--- src/rtl/cmpl_pkg.sv ---
package cmpl_pkg;

  // request kinds seen on req_kind
  typedef enum logic [1:0] {
    K_READ   = 2'd0,
    K_NODATA = 2'd1,
    K_FAIL   = 2'd2,
    K_FAIL2  = 2'd3
  } req_kind_e;

  // sequencer states
  typedef enum logic [2:0] {
    S_IDLE = 3'd0,
    S_WAIT = 3'd1,
    S_HDR  = 3'd2,
    S_PAY  = 3'd3,
    S_ENQ  = 3'd4
  } gen_state_e;

  localparam int HDR_BYTES = 4;

endpackage

--- src/rtl/cmpl_limit.sv ---
module cmpl_limit #(
  parameter int LEN_W = 13,
  parameter int SZ_W  = 3
) (
  input  logic [SZ_W-1:0]  req_size,
  input  logic [SZ_W-1:0]  sup_size,
  input  logic [LEN_W-1:0] len,
  output logic             over
);

  localparam int RD_W = 6 + (1 << SZ_W) - 1;
  localparam int CW   = (RD_W > LEN_W) ? RD_W : LEN_W;

  logic [SZ_W-1:0] eff;
  logic [RD_W-1:0] max_rd;

  always_comb begin
    if (req_size > sup_size) begin
      eff = (sup_size == '0) ? SZ_W'(1) : sup_size;
    end else begin
      eff = req_size;
    end
  end

  assign max_rd = RD_W'(32) << eff;
  assign over   = CW'(len) > CW'(max_rd);

endmodule

--- src/rtl/cmpl_hdr.sv ---
module cmpl_hdr #(
  parameter int LEN_W   = 13,
  parameter int HDR_LEN = 3
) (
  input  logic [1:0]       idx,
  input  logic [LEN_W-1:0] pl,
  input  logic [7:0]       ctype,
  input  logic [3:0]       tag,
  output logic [7:0]       hbyte
);

  localparam logic [7:0] HL = 8'(HDR_LEN);

  logic [11:0] pl12;
  assign pl12 = 12'(pl);

  always_comb begin
    unique case (idx)
      2'd0:    hbyte = HL + pl12[7:0];
      2'd1:    hbyte = ctype;
      2'd2:    hbyte = {tag, pl12[11:8]};
      default: hbyte = pl12[7:0];
    endcase
  end

endmodule

--- src/rtl/cmpl_timer.sv ---
module cmpl_timer #(
  parameter int LIMIT = 4096
) (
  input  logic clk,
  input  logic rst,
  input  logic run,
  output logic expired
);

  localparam int CW = (LIMIT > 1) ? $clog2(LIMIT) : 1;
  localparam logic [CW-1:0] LAST = CW'(LIMIT - 1);

  logic [CW-1:0] cnt_q;

  assign expired = run && (cnt_q == LAST);

  always_ff @(posedge clk) begin
    if (rst || !run) begin
      cnt_q <= '0;
    end else if (!expired) begin
      cnt_q <= cnt_q + CW'(1);
    end
  end

  p_cnt_bound_r9: assert property (@(posedge clk) disable iff (rst)
    cnt_q <= LAST);

endmodule

--- src/rtl/cmpl_splitter.sv ---
module cmpl_splitter import cmpl_pkg::*; #(
  parameter int         LEN_W     = 13,
  parameter int         PL_W      = 12,
  parameter int         SZ_W      = 3,
  parameter int         TIMEOUT   = 4096,
  parameter int         HDR_LEN   = 3,
  parameter logic [7:0] T_OK_ND   = 8'h06,
  parameter logic [7:0] T_FIRST   = 8'h09,
  parameter logic [7:0] T_MID     = 8'h0B,
  parameter logic [7:0] T_LAST    = 8'h0D,
  parameter logic [7:0] T_ONLY    = 8'h0F,
  parameter logic [7:0] T_FAIL_ND = 8'h0E
) (
  input  logic             clk,
  input  logic             rst,
  input  logic             req_valid,
  output logic             req_ready,
  input  logic [1:0]       req_kind,
  input  logic [3:0]       req_tag,
  input  logic [LEN_W-1:0] req_len,
  input  logic [PL_W-1:0]  cfg_max_pl,
  input  logic [SZ_W-1:0]  cfg_req_size,
  input  logic [SZ_W-1:0]  cfg_sup_size,
  input  logic             in_valid,
  output logic             in_ready,
  input  logic [7:0]       in_data,
  output logic             out_valid,
  input  logic             out_ready,
  output logic [7:0]       out_data,
  output logic             out_last,
  output logic             tx_avail,
  input  logic             tx_consumed,
  output logic             np_free,
  output logic             done,
  output logic             err
);

  localparam logic [1:0] HDR_END = 2'(HDR_BYTES - 1);

  gen_state_e       state;
  logic [1:0]       hidx;
  logic [3:0]       tag_q;
  logic [7:0]       type_q;
  logic [LEN_W-1:0] pl_q;
  logic [LEN_W-1:0] rem_q;
  logic [LEN_W-1:0] cnt_q;
  logic             more_q;

  logic [LEN_W-1:0] mp_w;
  logic             req_over;
  logic             req_fits;
  logic             rem_fits;
  logic             slot_ok;
  logic             tmo;
  logic             wait_busy;
  logic [7:0]       hdr_byte;
  logic             is_read;

  assign mp_w      = LEN_W'(cfg_max_pl);
  assign req_fits  = req_len <= mp_w;
  assign rem_fits  = rem_q <= mp_w;
  assign slot_ok   = !out_valid || out_ready;
  assign in_ready  = (state == S_PAY) && slot_ok;
  assign req_ready = (state == S_IDLE);
  assign wait_busy = (state == S_WAIT) && tx_avail;
  assign is_read   = (req_kind == K_READ);

  cmpl_limit #(.LEN_W(LEN_W), .SZ_W(SZ_W)) u_limit (
    .req_size (cfg_req_size),
    .sup_size (cfg_sup_size),
    .len      (req_len),
    .over     (req_over)
  );

  cmpl_hdr #(.LEN_W(LEN_W), .HDR_LEN(HDR_LEN)) u_hdr (
    .idx   (hidx),
    .pl    (pl_q),
    .ctype (type_q),
    .tag   (tag_q),
    .hbyte (hdr_byte)
  );

  cmpl_timer #(.LIMIT(TIMEOUT)) u_timer (
    .clk     (clk),
    .rst     (rst),
    .run     (wait_busy),
    .expired (tmo)
  );

  always_ff @(posedge clk) begin
    if (rst) begin
      state     <= S_IDLE;
      hidx      <= '0;
      tag_q     <= '0;
      type_q    <= '0;
      pl_q      <= '0;
      rem_q     <= '0;
      cnt_q     <= '0;
      more_q    <= 1'b0;
      out_valid <= 1'b0;
      out_data  <= '0;
      out_last  <= 1'b0;
      tx_avail  <= 1'b0;
      np_free   <= 1'b1;
      done      <= 1'b0;
      err       <= 1'b0;
    end else begin
      done <= 1'b0;
      err  <= 1'b0;
      if (out_valid && out_ready) out_valid <= 1'b0;
      if (tx_consumed) tx_avail <= 1'b0;

      unique case (state)
        S_IDLE: begin
          if (req_valid) begin
            tag_q   <= req_tag;
            np_free <= 1'b0;
            hidx    <= '0;
            state   <= S_WAIT;
            if (is_read && !req_over) begin
              if (req_fits) begin
                type_q <= T_ONLY;
                pl_q   <= req_len;
                rem_q  <= '0;
                more_q <= 1'b0;
              end else begin
                type_q <= T_FIRST;
                pl_q   <= mp_w;
                rem_q  <= req_len - mp_w;
                more_q <= 1'b1;
              end
            end else begin
              type_q <= (req_kind == K_NODATA) ? T_OK_ND : T_FAIL_ND;
              pl_q   <= '0;
              rem_q  <= '0;
              more_q <= 1'b0;
            end
          end
        end

        S_WAIT: begin
          if (!tx_avail) begin
            state <= S_HDR;
            hidx  <= '0;
          end else if (tmo) begin
            done  <= 1'b1;
            err   <= 1'b1;
            state <= S_IDLE;
          end
        end

        S_HDR: begin
          if (slot_ok) begin
            out_valid <= 1'b1;
            out_data  <= hdr_byte;
            out_last  <= (hidx == HDR_END) && (pl_q == '0);
            hidx      <= hidx + 2'd1;
            if (hidx == HDR_END) begin
              cnt_q <= pl_q;
              state <= (pl_q == '0) ? S_ENQ : S_PAY;
            end
          end
        end

        S_PAY: begin
          if (in_valid && in_ready) begin
            out_valid <= 1'b1;
            out_data  <= in_data;
            out_last  <= (cnt_q == LEN_W'(1));
            cnt_q     <= cnt_q - LEN_W'(1);
            if (cnt_q == LEN_W'(1)) state <= S_ENQ;
          end
        end

        S_ENQ: begin
          if (!out_valid) begin
            tx_avail <= 1'b1;
            if (more_q) begin
              if (rem_fits) begin
                type_q <= T_LAST;
                pl_q   <= rem_q;
                rem_q  <= '0;
                more_q <= 1'b0;
              end else begin
                type_q <= T_MID;
                pl_q   <= mp_w;
                rem_q  <= rem_q - mp_w;
                more_q <= 1'b1;
              end
              state <= S_WAIT;
            end else begin
              np_free <= 1'b1;
              done    <= 1'b1;
              state   <= S_IDLE;
            end
          end
        end

        default: state <= S_IDLE;
      endcase
    end
  end

  // a packet header starts only once the previous packet has drained
  p_hdr_after_drain_r7: assert property (@(posedge clk) disable iff (rst)
    (state == S_HDR && hidx == 2'd0) |-> !tx_avail);

  // a piece never exceeds the programmed payload size
  p_pl_cap_r2: assert property (@(posedge clk) disable iff (rst)
    (state != S_IDLE) |-> (pl_q <= mp_w));

  // output byte held while back-pressured
  p_out_hold_r3: assert property (@(posedge clk) disable iff (rst)
    (out_valid && !out_ready) |=> (out_valid && $stable(out_data) && $stable(out_last)));

  // non-posted-free stays low through the whole request
  p_np_low_busy_r8: assert property (@(posedge clk) disable iff (rst)
    (state != S_IDLE) |-> !np_free);

  // release of non-posted-free coincides with a clean finish
  p_np_release_r8: assert property (@(posedge clk) disable iff (rst)
    $rose(np_free) |-> (done && !err));

  // busy error only ever accompanies the end pulse
  p_err_with_done_r9: assert property (@(posedge clk) disable iff (rst)
    err |-> done);

endmodule

--- config.mk ---
export PLATFORM = sky130hd
export DESIGN_NAME = cmpl_splitter
export DESIGN_NICKNAME = d
export VERILOG_FILES = /design/src/rtl/cmpl_pkg.sv /design/src/rtl/cmpl_limit.sv /design/src/rtl/cmpl_hdr.sv /design/src/rtl/cmpl_timer.sv /design/src/rtl/cmpl_splitter.sv
export SDC_FILE = /design/constraint.sdc
export NUM_CORES = 1
export LEC_CHECK = 0
export ABC_AREA = 1
export BUFFER_PORTS_ARGS = -buffer_cell sky130_fd_sc_hd__clkbuf_2
export CAP_MARGIN = 10
export CORE_ASPECT_RATIO = 1.1
export CORE_MARGIN = 2
export CORE_UTILIZATION = 45
export CTS_CLUSTER_SIZE = 12
export DETAILED_ROUTE_END_ITERATION = 6
export MAX_ROUTING_LAYER = met4
export PLACE_DENSITY = 0.69
export SYNTH_ARGS = -nofsm -noshare
export SYNTH_HDL_FRONTEND = slang
export SYNTH_SLANG_ARGS = --single-unit
--- constraint.sdc ---
create_clock -name clk -period 5.2 [get_ports clk]
set_input_delay 0.26 -clock clk [delete_from_list [all_inputs] [get_ports clk]]
set_output_delay 0.26 -clock clk [all_outputs]
set_load 0.02 [all_outputs]
==> results_dict.tcl, run 1 <==
set metrics [dict create \
    status "complete, no violations" \
    finalCriticalPeriod_ps 3200 \
    cp_data_arrival_time_ps 3410 \
    dr.pass1.iters 5 \
    avgSynthCellArea_um2 6.16 \
    ant_nets 0 \
    drive_gt1_frac 0.134 \
    dieArea_um2 15800 \
    clock_skew_ps 8.76 \
    ys_ff_latch 79 \
    synth_top_area_cell "dfxtp_1" \
    cts_max_path_buffers 2 \
    synth_nets 1178 \
    place.port_buffers 66 \
    setup_tns_ps 0 \
    start_util 0.461 \
    numCtsBuffers 9 \
    grt_overflow 0 \
    yosysSeqAreaShare 0.237 \
    drt-initial-drc-count 482 \
    worstSkewPairLatency_ps 350 \
    wl_per_cell_um 14.1 \
    hold-worst-slack_ps 155 \
    ios 67 \
    post_cts_resized 0 \
    synthTopCellsByCount "nand2_1, inv_1, nor2_1, nand3_1, a21oi_1" \
    coreArea_um2 14400 \
    cp_max_fo 5 \
    clkTransAtPathRegs_ps 70 \
    rows 46 \
    hold_class "in -> reg" \
    cap_violations 0 \
    grt_use_total 0.251 \
    grt_max_degree 54 \
    min_period_over_period 0.616 \
    p_leak_nw 3.72 \
    crit_buf_inv 5 \
    cp.required_ps 5410 \
    synth_top_cell_area_share 0.237 \
    cts_sinks 79 \
    die_height_um 132 \
    cp_slowest_cell "a21boi_0" \
    synth_edf_count 0 \
    final_hold_viol_count 0 \
    drv_slew 0 \
    nNetsFinal 1227 \
    worst_pin_slew_ps 1090 \
    root_buffer "clkbuf_16" \
    grt_pass1_vias 6414 \
    rsz0062_at_grt "false" \
    setup_viol 0 \
    syn2layout_area_growth_pct 11.2 \
    drt_wl_total_um 18700 \
    routabilityCongestion 0.981 \
    crit_family "compound AO/OA/AOI/OAI gates" \
    yosysMostFrequentCell "nand2_1" \
    postCtsSetupBuffers 0 \
    synthDistinctLibCells 43 \
    ys_top_cells_by_area "dfxtp_1, nand2_1, inv_1" \
    cts_hold_buf 0 \
    vias_per_cell 5.12 \
    yosys_warnings 0 \
    cts_tree "built" \
    htree_levels 3 \
    vdd_drop_max_uv 185 \
    async_flop_share 0 \
    relSlewSlack 0.272 \
    drc_errors 0 \
    syn_area_um2 6660 \
    die-width_um 120 \
    dp_hpwl_um 14800 \
    antenna_found_initial 1 \
    setup.worst_path.class "in -> reg" \
    synthFlopType "dfxtp_1" \
    dr_total_vias 6803 \
    endpoint_kind "flop" \
    max_clock_freq_ghz 0.312 \
    slowest_delay_ps 520 \
    cp-start-kind "input pin" \
    power_density_nw_per_um2 426 \
    grt_pass1_wl_um 31200 \
    cp_common_cell "nand2_1" \
    netlist_instances 1082 \
    crit_chain "clkbuf_2, inv_1, ha_1, a21oi_1, o21ai_0, nand2_1, inv_1, o21ai_0, inv_1, nor2_1, nand2_1, ha_1, nand2_1, inv_1, nand2_1, nor3_1, nand2_1, a21boi_0, nand3_1, nand3_1, a21oi_1" \
]
==> worst paths after layout <==
path              startpoint           to  slack [ps]  cells past startpoint
max reg2reg         state[2]     rem_q[5]        2790                      7
max          cfg_sup_size[2]    type_q[2]        2000                     21
min               req_tag[1]     tag_q[1]         150                      3
min reg2reg      out_data[0]  out_data[0]         470                      2
==> cells by family (layout without fill, tap and decap cells) <==
kind of cell / count (synthesis) / after routing / share of synthesized area
AOI/OAI and AO/OA: 196 / 196 / 0.161
xor gates and xnor gates: 24 / 24 / 0.0315
and+or+nand+nor: 514 / 514 / 0.347
DFF: 79 / 79 / 0.237
buffers and inverters: 224 / 278 / 0.136
adders and majority gates: 45 / 45 / 0.0867
other: 0 / 1 / 0
==> layout by cell type (no fill, tap or decap), types with 3 or more instances in the layout <==
cell	synthesis	final
a211oi_1	6	6
a21oi_1	80	80
a21oi_2	5	5
a22oi_1	3	3
a31oi_1	6	6
clkbuf_16	0	9
clkbuf_2	0	66
clkinv_1	9	9
dfxtp_1	79	79
ha_1	43	43
inv_1	169	169
inv_2	16	16
nand2_1	259	259
nand2_2	19	19
nand3_1	85	85
nand3_2	10	10
nand4_1	13	13
nor2_1	88	88
nor2_2	6	6
nor2_4	7	7
nor3_1	18	18
o211ai_1	4	4
o21ai_0	68	68
o21ai_1	11	11
o21bai_1	6	6
xnor2_1	9	9
xor2_1	15	15
==> tightest hold or removal path: stages <==
cell and delay, ps:
clkbuf_2 80, nand2_1 50, a21oi_1 50
==> layout make-up <==
cell class / instances / area [um2]
diodes: 1 / 2.50
clock buffers: 10 / 239
clock inverters: 6 / 92.6
fillers: 1551 / 7040
inverters: 195 / 737
multi-input cells: 779 / 4180
flip-flops and latches: 79 / 1580
well taps: 192 / 240
repair buffers: 67 / 338
==> layer usage <==
layer / vias up / track usage / share of wire
met5: - / - / 0
met4: 0 / 0.0980 / 0.031
met3: 38 / 0.0451 / 0.042
met2: 167 / 0.405 / 0.47
met1: 3034 / 0.311 / 0.45
li1: 3564 / - / -
==> sequential cells by signal, indices dropped and copies added (netlist names) <==
register	count
rem_q	13
np_free	1
type_q	4
tx_avail	1
out_data	8
out_last	1
more_q	1
out_valid	1
err	1
u_timer.cnt_q	12
done	1
hidx	2
tag_q	4
state	3
pl_q	13
cnt_q	13
==> through the flow <==
stage	total power, mW	worst slack [ps]	utilization	instance area [um2]	std cells
after floorplan	2.06	2350	-	6660	1082
after global placement	2.43	1800	0.490	7070	1312
after detailed placement	2.44	1690	0.490	7070	1312
after CTS	3.16	2070	0.513	7400	1328
after global routing	3.42	1620	0.513	7410	1329
final	3.16	2000	0.513	7410	1329
==> report_power, final <==
part / switching [mW] / internal, mW
Sequential: 0.133 / 0.751
Combinational: 1.02 / 0.537
Clock: 0.274 / 0.437
No activity file was read; power rests on OpenSTA's default activity.
==> inputs of run 2 (changes only) <==
--- a/config.mk
+++ b/config.mk
@@ -5,7 +5,7 @@
 export SDC_FILE = /design/constraint.sdc
 export NUM_CORES = 1
 export LEC_CHECK = 0
-export ABC_AREA = 1
+export ABC_AREA = 0
 export BUFFER_PORTS_ARGS = -buffer_cell sky130_fd_sc_hd__clkbuf_2
 export CAP_MARGIN = 10
 export CORE_ASPECT_RATIO = 1.1
==> constraint.sdc (replaced) <==
create_clock -name clk -period 3.2 [get_ports clk]
set_input_delay 0.16 -clock clk [delete_from_list [all_inputs] [get_ports clk]]
set_output_delay 0.16 -clock clk [all_outputs]
set_load 0.02 [all_outputs]
==> run 2 against run 1 <==
Net effect: the run now ends with design-rule violations, negative setup slack left; combinational power rose by 3%; sequential cell count stayed put; hold slack got worse by 87 ps; register-to-register slack worse by 2300 ps; total power grew 26%; synthesized cell count decreased by 33%; first-iteration DRC count down 18%; critical path depth decreased by 3; non-clock buffer count rose by 23; clock skew shrank 2.2 ps; largest power group unchanged.
==> results_dict.tcl, run 2 <==
set metrics [dict create \
    setup.worst_path.class "in -> reg" \
    p_int_mw 2.45 \
    synthDistinctLibCells 75 \
    coreArea_um2 12100 \
    relSlewSlack 0.352 \
    die-width_um 110 \
    ys_top_cells_by_area "dfxtp_1, ha_1, nor2_1" \
    cp_common_cell "a21o_1" \
    p_sw_mw 1.53 \
    nFillCells 1195 \
    design_area_um2 6730 \
    netlist_instances 726 \
    htree_levels 3 \
    grt_use_total 0.254 \
    cp.required_ps 3440 \
    cp_max_fo 13 \
    crit_chain "clkbuf_16, inv_12, ha_4, a21o_1, a21oi_2, a31oi_4, mux2i_4, nor2b_4, nand2b_1, ha_1, a21o_1, a221oi_4, a2bb2oi_2, or3_4, o31ai_4, buf_12, a222oi_1, a211oi_1" \
    power_density_nw_per_um2 590 \
    slowest_delay_ps 400 \
    synth_nets 822 \
    antenna_found_initial 0 \
    cp_slowest_cell "or3_4" \
    synth_edf_count 0 \
    cp_data_arrival_time_ps 3650 \
    diodes 0 \
    worst_pin_slew_ps 973 \
    ys_ff_latch 79 \
    clock_skew_ps 6.54 \
    start_util 0.464 \
    grt_overflow 0 \
    cts_hold_buf 0 \
    cts_sinks 79 \
    seqPwrFrac 0.332 \
    syn_area_um2 5610 \
    p_leak_nw 2.68 \
    drv_slew 0 \
    hold_class "in -> reg" \
    dr_total_vias 5763 \
    endpoint_kind "flop" \
    synthTopCellsByCount "nor2_1, dfxtp_1, nand2_1, a21oi_1" \
    combinationalPowerShare 0.402 \
    dp_hpwl_um 12600 \
    die_height_um 121 \
    cts_tree "built" \
    ant_nets 0 \
    yosysSeqAreaShare 0.282 \
    cts_max_path_buffers 2 \
    crit_family "compound AO/OA/AOI/OAI gates" \
    vdd_drop_max_uv 317 \
    avgSynthCellArea_um2 7.73 \
    clkTransAtPathRegs_ps 60 \
    min_period_over_period 1.06 \
    async_flop_share 0 \
    layout_setup_ws_ps -207 \
    layout_common_cells "nor2_1, dfxtp_1, clkbuf_2" \
    rsz0062_at_grt "true" \
    drive_gt1_frac 0.177 \
    switching_share 0.384 \
    utilization 0.557 \
    syn2layout_area_growth_pct 19.9 \
    violations "design-rule violations, negative setup slack" \
    routabilityCongestion 0.933 \
    dr.pass1.iters 7 \
    rows 42 \
    vias_per_cell 6.07 \
    cap_violations 0 \
    synth_top_area_cell "dfxtp_1" \
    synth_top_cell_area_share 0.282 \
    nNetsFinal 887 \
    root_buffer "clkbuf_16" \
    final_common_cell "nor2_1" \
    final_hold_viol_count 0 \
    drt_wl_total_um 16500 \
    power_frac_clock 0.266 \
    dieArea_um2 13400 \
    status "complete, but fails checks" \
    setup_viol 27 \
    finalCriticalPeriod_ps 3410 \
    worstSkewPairLatency_ps 340 \
    crit_buf_inv 3 \
    wl_per_cell_um 17.4 \
    ios 67 \
    grt_max_degree 42 \
    drt-initial-drc-count 395 \
    grt_pass1_wl_um 27000 \
    placed_cell_area_um2 6260 \
    numCtsBuffers 9 \
    drc_errors 3 \
    synthFlopType "dfxtp_1" \
    yosys_warnings 0 \
    cp-start-kind "input pin" \
    total_power_mw 3.97 \
    grt_pass1_vias 5395 \
    top_regs "cnt_q: 13 flops, pl_q: 13 flops, rem_q: 13 flops" \
    yosysMostFrequentCell "nor2_1" \
    place.port_buffers 66 \
    max_clock_freq_ghz 0.294 \
]
## run 2: cell types whose count changed in the layout (fill, tap and decap cells not counted), sizes merged, moves of 10 or more
cell    previous run  this run
buf                1        24
nand3             96        14
o21ai             79        38
a211oi             6        23
nor3              18        33
a21o               2        13
nand2            280        58
inv              187        43
nor2b              0        10
a21oi             85        55
a222oi             0        13
a221oi             0        12
## run 2: path summary, 6_finish.rpt
| path | from | end | slack (ps) | cells past startpoint |
|---|---|---|---|---|
| hold reg to reg | out_data[5] | out_data[5] | 460 | 2 |
| hold / removal | req_tag[2] | tag_q[2] | 70 | 3 |
| setup reg to reg | rem_q[0] | rem_q[12] | 480 | 10 |
| setup / recovery | cfg_sup_size[1] | pl_q[2] | -210 | 18 |
## run 2: area by class of cell
| type | instances | area, um2 | area share |
|---|---|---|---|
| clock buffers | 13 | 270 | 0.0402 |
| repair buffers | 90 | 558 | 0.0829 |
| clock inverters | 3 | 40.0 | 0.00595 |
| multi-input cells | 568 | 3910 | 0.582 |
| flip-flops and latches | 79 | 1580 | 0.235 |
| well taps | 154 | 193 | 0.0286 |
| inverters | 43 | 174 | 0.0258 |
## run 2: kinds of logic (layout without fill, tap and decap cells)
group	after synthesis	after routing	synth area share
xor+xnor	25	25	0.0390
compound gates	221	221	0.276
fa+ha+maj	45	45	0.103
buf+inv	79	149	0.0566
mux	6	6	0.0107
flops	79	79	0.282
simple gates	271	271	0.233
## run 2: what timing repair did
item,in CTS,in global routing
endpoints found under the setup margin,28,28
pin swaps,5,9
resized for setup,7,17
buffers inserted,0,3
cloned,0,0
## run 2: power groups by stage
stage	Combinational, mW	Clock [mW]	Sequential (mW)
after floorplan	1.15	0	1.28
after global placement	1.49	0	1.33
after detailed placement	1.52	0	1.33
after CTS	1.54	1.08	1.31
after global routing	1.78	1.13	1.34
final	1.60	1.06	1.32
## run 2: worst register-to-register path, stage by stage (launching register included)
cell      delay (ps)
dfxtp_1          310
inv_1             80
ha_1             190
inv_1             60
fa_1             400
nand3_1          120
a21oi_1          110
o41a_1           420
or4_1            440
a211o_1          280
o311ai_1         210
## run 2: layer usage
metal  part of all wire  vias to the layer above  wire (um)  track usage
met1               0.42                     2714       6920        0.314
met3              0.056                       34        918       0.0395
met2               0.50                      195       8290        0.428
li1                   -                     2820          -            -
met4              0.024                        0        397       0.0836
met5                  0                        -          0            -
## run 2: stage by stage
stage | cells | setup slack (ps) | hold WS (ps) | setup TNS [ps]
2_1_floorplan | 726 | -136 | 296 | -1460
3_3_place_gp | 931 | -464 | 392 | -11330
3_5_place_dp | 931 | -634 | 412 | -15950
4_1_cts | 947 | -178 | 58.4 | -3610
5_1_grt | 950 | -389 | 70.1 | -8290
6_report | 950 | -207 | 67.6 | -3740
==> inputs of run 3 (changes only) <==
--- a/config.mk
+++ b/config.mk
@@ -15,6 +15,7 @@
 export DETAILED_ROUTE_END_ITERATION = 6
 export MAX_ROUTING_LAYER = met4
 export PLACE_DENSITY = 0.69
+export RECOVER_POWER = 50
 export SYNTH_ARGS = -nofsm -noshare
 export SYNTH_HDL_FRONTEND = slang
 export SYNTH_SLANG_ARGS = --single-unit
==> run 3 against run 2 <==
Net effect: the run ends with negative setup slack left; register-to-register slack about the same; maximum frequency about the same; via count down 0.36%; sequential cell count stayed put; worst setup slack gained 2.1 ps; sequential power barely moved; count of clock-buffer cells in the layout is the same; total power fell by 0.30%; hold slack about the same; wire length is 0.13% lower; critical endpoint unchanged; largest cell class unchanged.
==> results_dict.tcl, run 3 (synthesized netlist as in run 2, its figures left out) <==
set metrics [dict create \
    cts_tree "built" \
    coreArea_um2 12100 \
    numCtsBuffers 9 \
    vias_per_cell 6.04 \
    place.port_buffers 66 \
    status "complete, but fails checks" \
    die-width_um 110 \
    total_power_mw 3.96 \
    die_height_um 121 \
    cap_violations 0 \
    cp-start-kind "input pin" \
    design_area_um2 6710 \
    cp_data_arrival_time_ps 3640 \
    cts_sinks 79 \
    cts_max_path_buffers 2 \
    syn2layout_area_growth_pct 19.5 \
    setup.worst_path.class "in -> reg" \
    nFillCells 1203 \
    clkTransAtPathRegs_ps 60 \
    min_period_over_period 1.06 \
    grt_pass1_wl_um 27000 \
    drv_slew 0 \
    layout_setup_ws_ps -205 \
    dr.pass1.iters 6 \
    multi_input_area_um2 3910 \
    grt_max_degree 42 \
    relSlewSlack 0.355 \
    r2r_slack_ps 490 \
    worstSkewPairLatency_ps 340 \
    violations "negative setup slack" \
    cp.required_ps 3440 \
    endpoint_kind "flop" \
    final_hold_viol_count 0 \
    start_util 0.464 \
    drt-initial-drc-count 467 \
    rsz0062_at_grt "true" \
    hold_class "in -> reg" \
    cp_max_fo 13 \
    finalCriticalPeriod_ps 3400 \
    hold_path.startpoint "req_tag[2]" \
    rows 42 \
    htree_levels 3 \
    drc_errors 0 \
    whs_endpoint "tag_q[2]" \
    worst_pin_slew_ps 967 \
    dp_hpwl_um 12600 \
    vdd_drop_max_uv 316 \
    ant_nets 0 \
    p_leak_nw 2.62 \
    placed_cell_area_um2 6260 \
    clock_skew_ps 4.82 \
    max_clock_freq_ghz 0.294 \
    nNetsFinal 887 \
    grt_overflow 0 \
    wl_per_cell_um 17.4 \
    routabilityCongestion 0.933 \
    setup_viol 27 \
    holdPathStages 3 \
    antenna_found_initial 0 \
    layout_common_cells "nor2_1, dfxtp_1, nand2_1" \
    r2r.worst_path.cells 10 \
    setup_tns_ps -3750 \
    timing.rr.start "rem_q[0]" \
    drt_wl_total_um 16500 \
    root_buffer "clkbuf_16" \
    area.sequential_um2 1580 \
    grt_use_total 0.254 \
    power_density_nw_per_um2 591 \
    grt_pass1_vias 5395 \
    ios 67 \
    rr_endpoint "rem_q[12]" \
    drive_gt1_frac 0.157 \
    diodes 0 \
    top_regs "cnt_q: 13 flops, pl_q: 13 flops, rem_q: 13 flops" \
    dr_total_vias 5742 \
    dieArea_um2 13400 \
    final_common_cell "nor2_1" \
]
-- run 3: layout make-up --
type                    instances  share of cell area
inverters                      43              0.0259
well taps                     154              0.0287
clock inverters                 3             0.00597
multi-input cells             568               0.584
clock buffers                  13              0.0403
repair buffers                 90              0.0795
flip-flops and latches         79               0.236
-- run 3: layer usage --
metal / vias up / global-route usage / share of wire
li1: 2812 / - / -
met1: 2693 / 0.314 / 0.41
met2: 200 / 0.428 / 0.50
met3: 37 / 0.0395 / 0.059
met4: 0 / 0.0836 / 0.026
met5: - / - / 0
-- run 3: how the worst max path moves through the flow --
stage | start | endpoint | slack (ps) | cells after the start
floorplan | cfg_sup_size[1] | pl_q[10] | -140 | 16
global placement | cfg_sup_size[1] | pl_q[8] | -460 | 18
detailed placement | cfg_sup_size[1] | pl_q[2] | -630 | 17
CTS | cfg_sup_size[1] | pl_q[2] | -180 | 18
global route | cfg_sup_size[1] | pl_q[7] | -390 | 18
finish | cfg_sup_size[1] | pl_q[2] | -200 | 18
-- run 3: worst max-delay path, cell delays in order --
cell	delay, ps
clkbuf_16	120
inv_12	30
ha_4	240
a21o_1	120
a21oi_2	70
a31oi_4	290
mux2i_4	380
nor2b_4	210
nand2b_1	80
ha_1	180
a21o_1	210
a221oi_4	290
a2bb2oi_2	100
or3_4	400
o31ai_4	270
buf_12	170
a222oi_1	110
a211oi_1	210
-- run 3: stage by stage --
stage	util	hold slack (ps)	worst slack (ps)	std cells
after CTS	0.547	58.4	-178	947
after detailed placement	0.518	412	-634	931
after floorplan	-	296	-136	726
final	0.555	68.1	-205	950
after global routing	0.555	70.1	-389	950
after global placement	0.518	392	-464	931
-- run 3: report_power, final --
| group | total [mW] | internal (mW) | switching (mW) |
|---|---|---|---|
| combinational | 1.59 | 0.637 | 0.949 |
| clock | 1.06 | 0.665 | 0.394 |
| sequential | 1.32 | 1.13 | 0.182 |
-- run 3: what timing repair did --
action / CTS / global route
gates resized for setup: 7 / 17
endpoints found under the setup margin: 28 / 28
cloned: 0 / 0
pin swaps: 5 / 9
hold buffers: 0 / 0
buffers inserted: 0 / 3
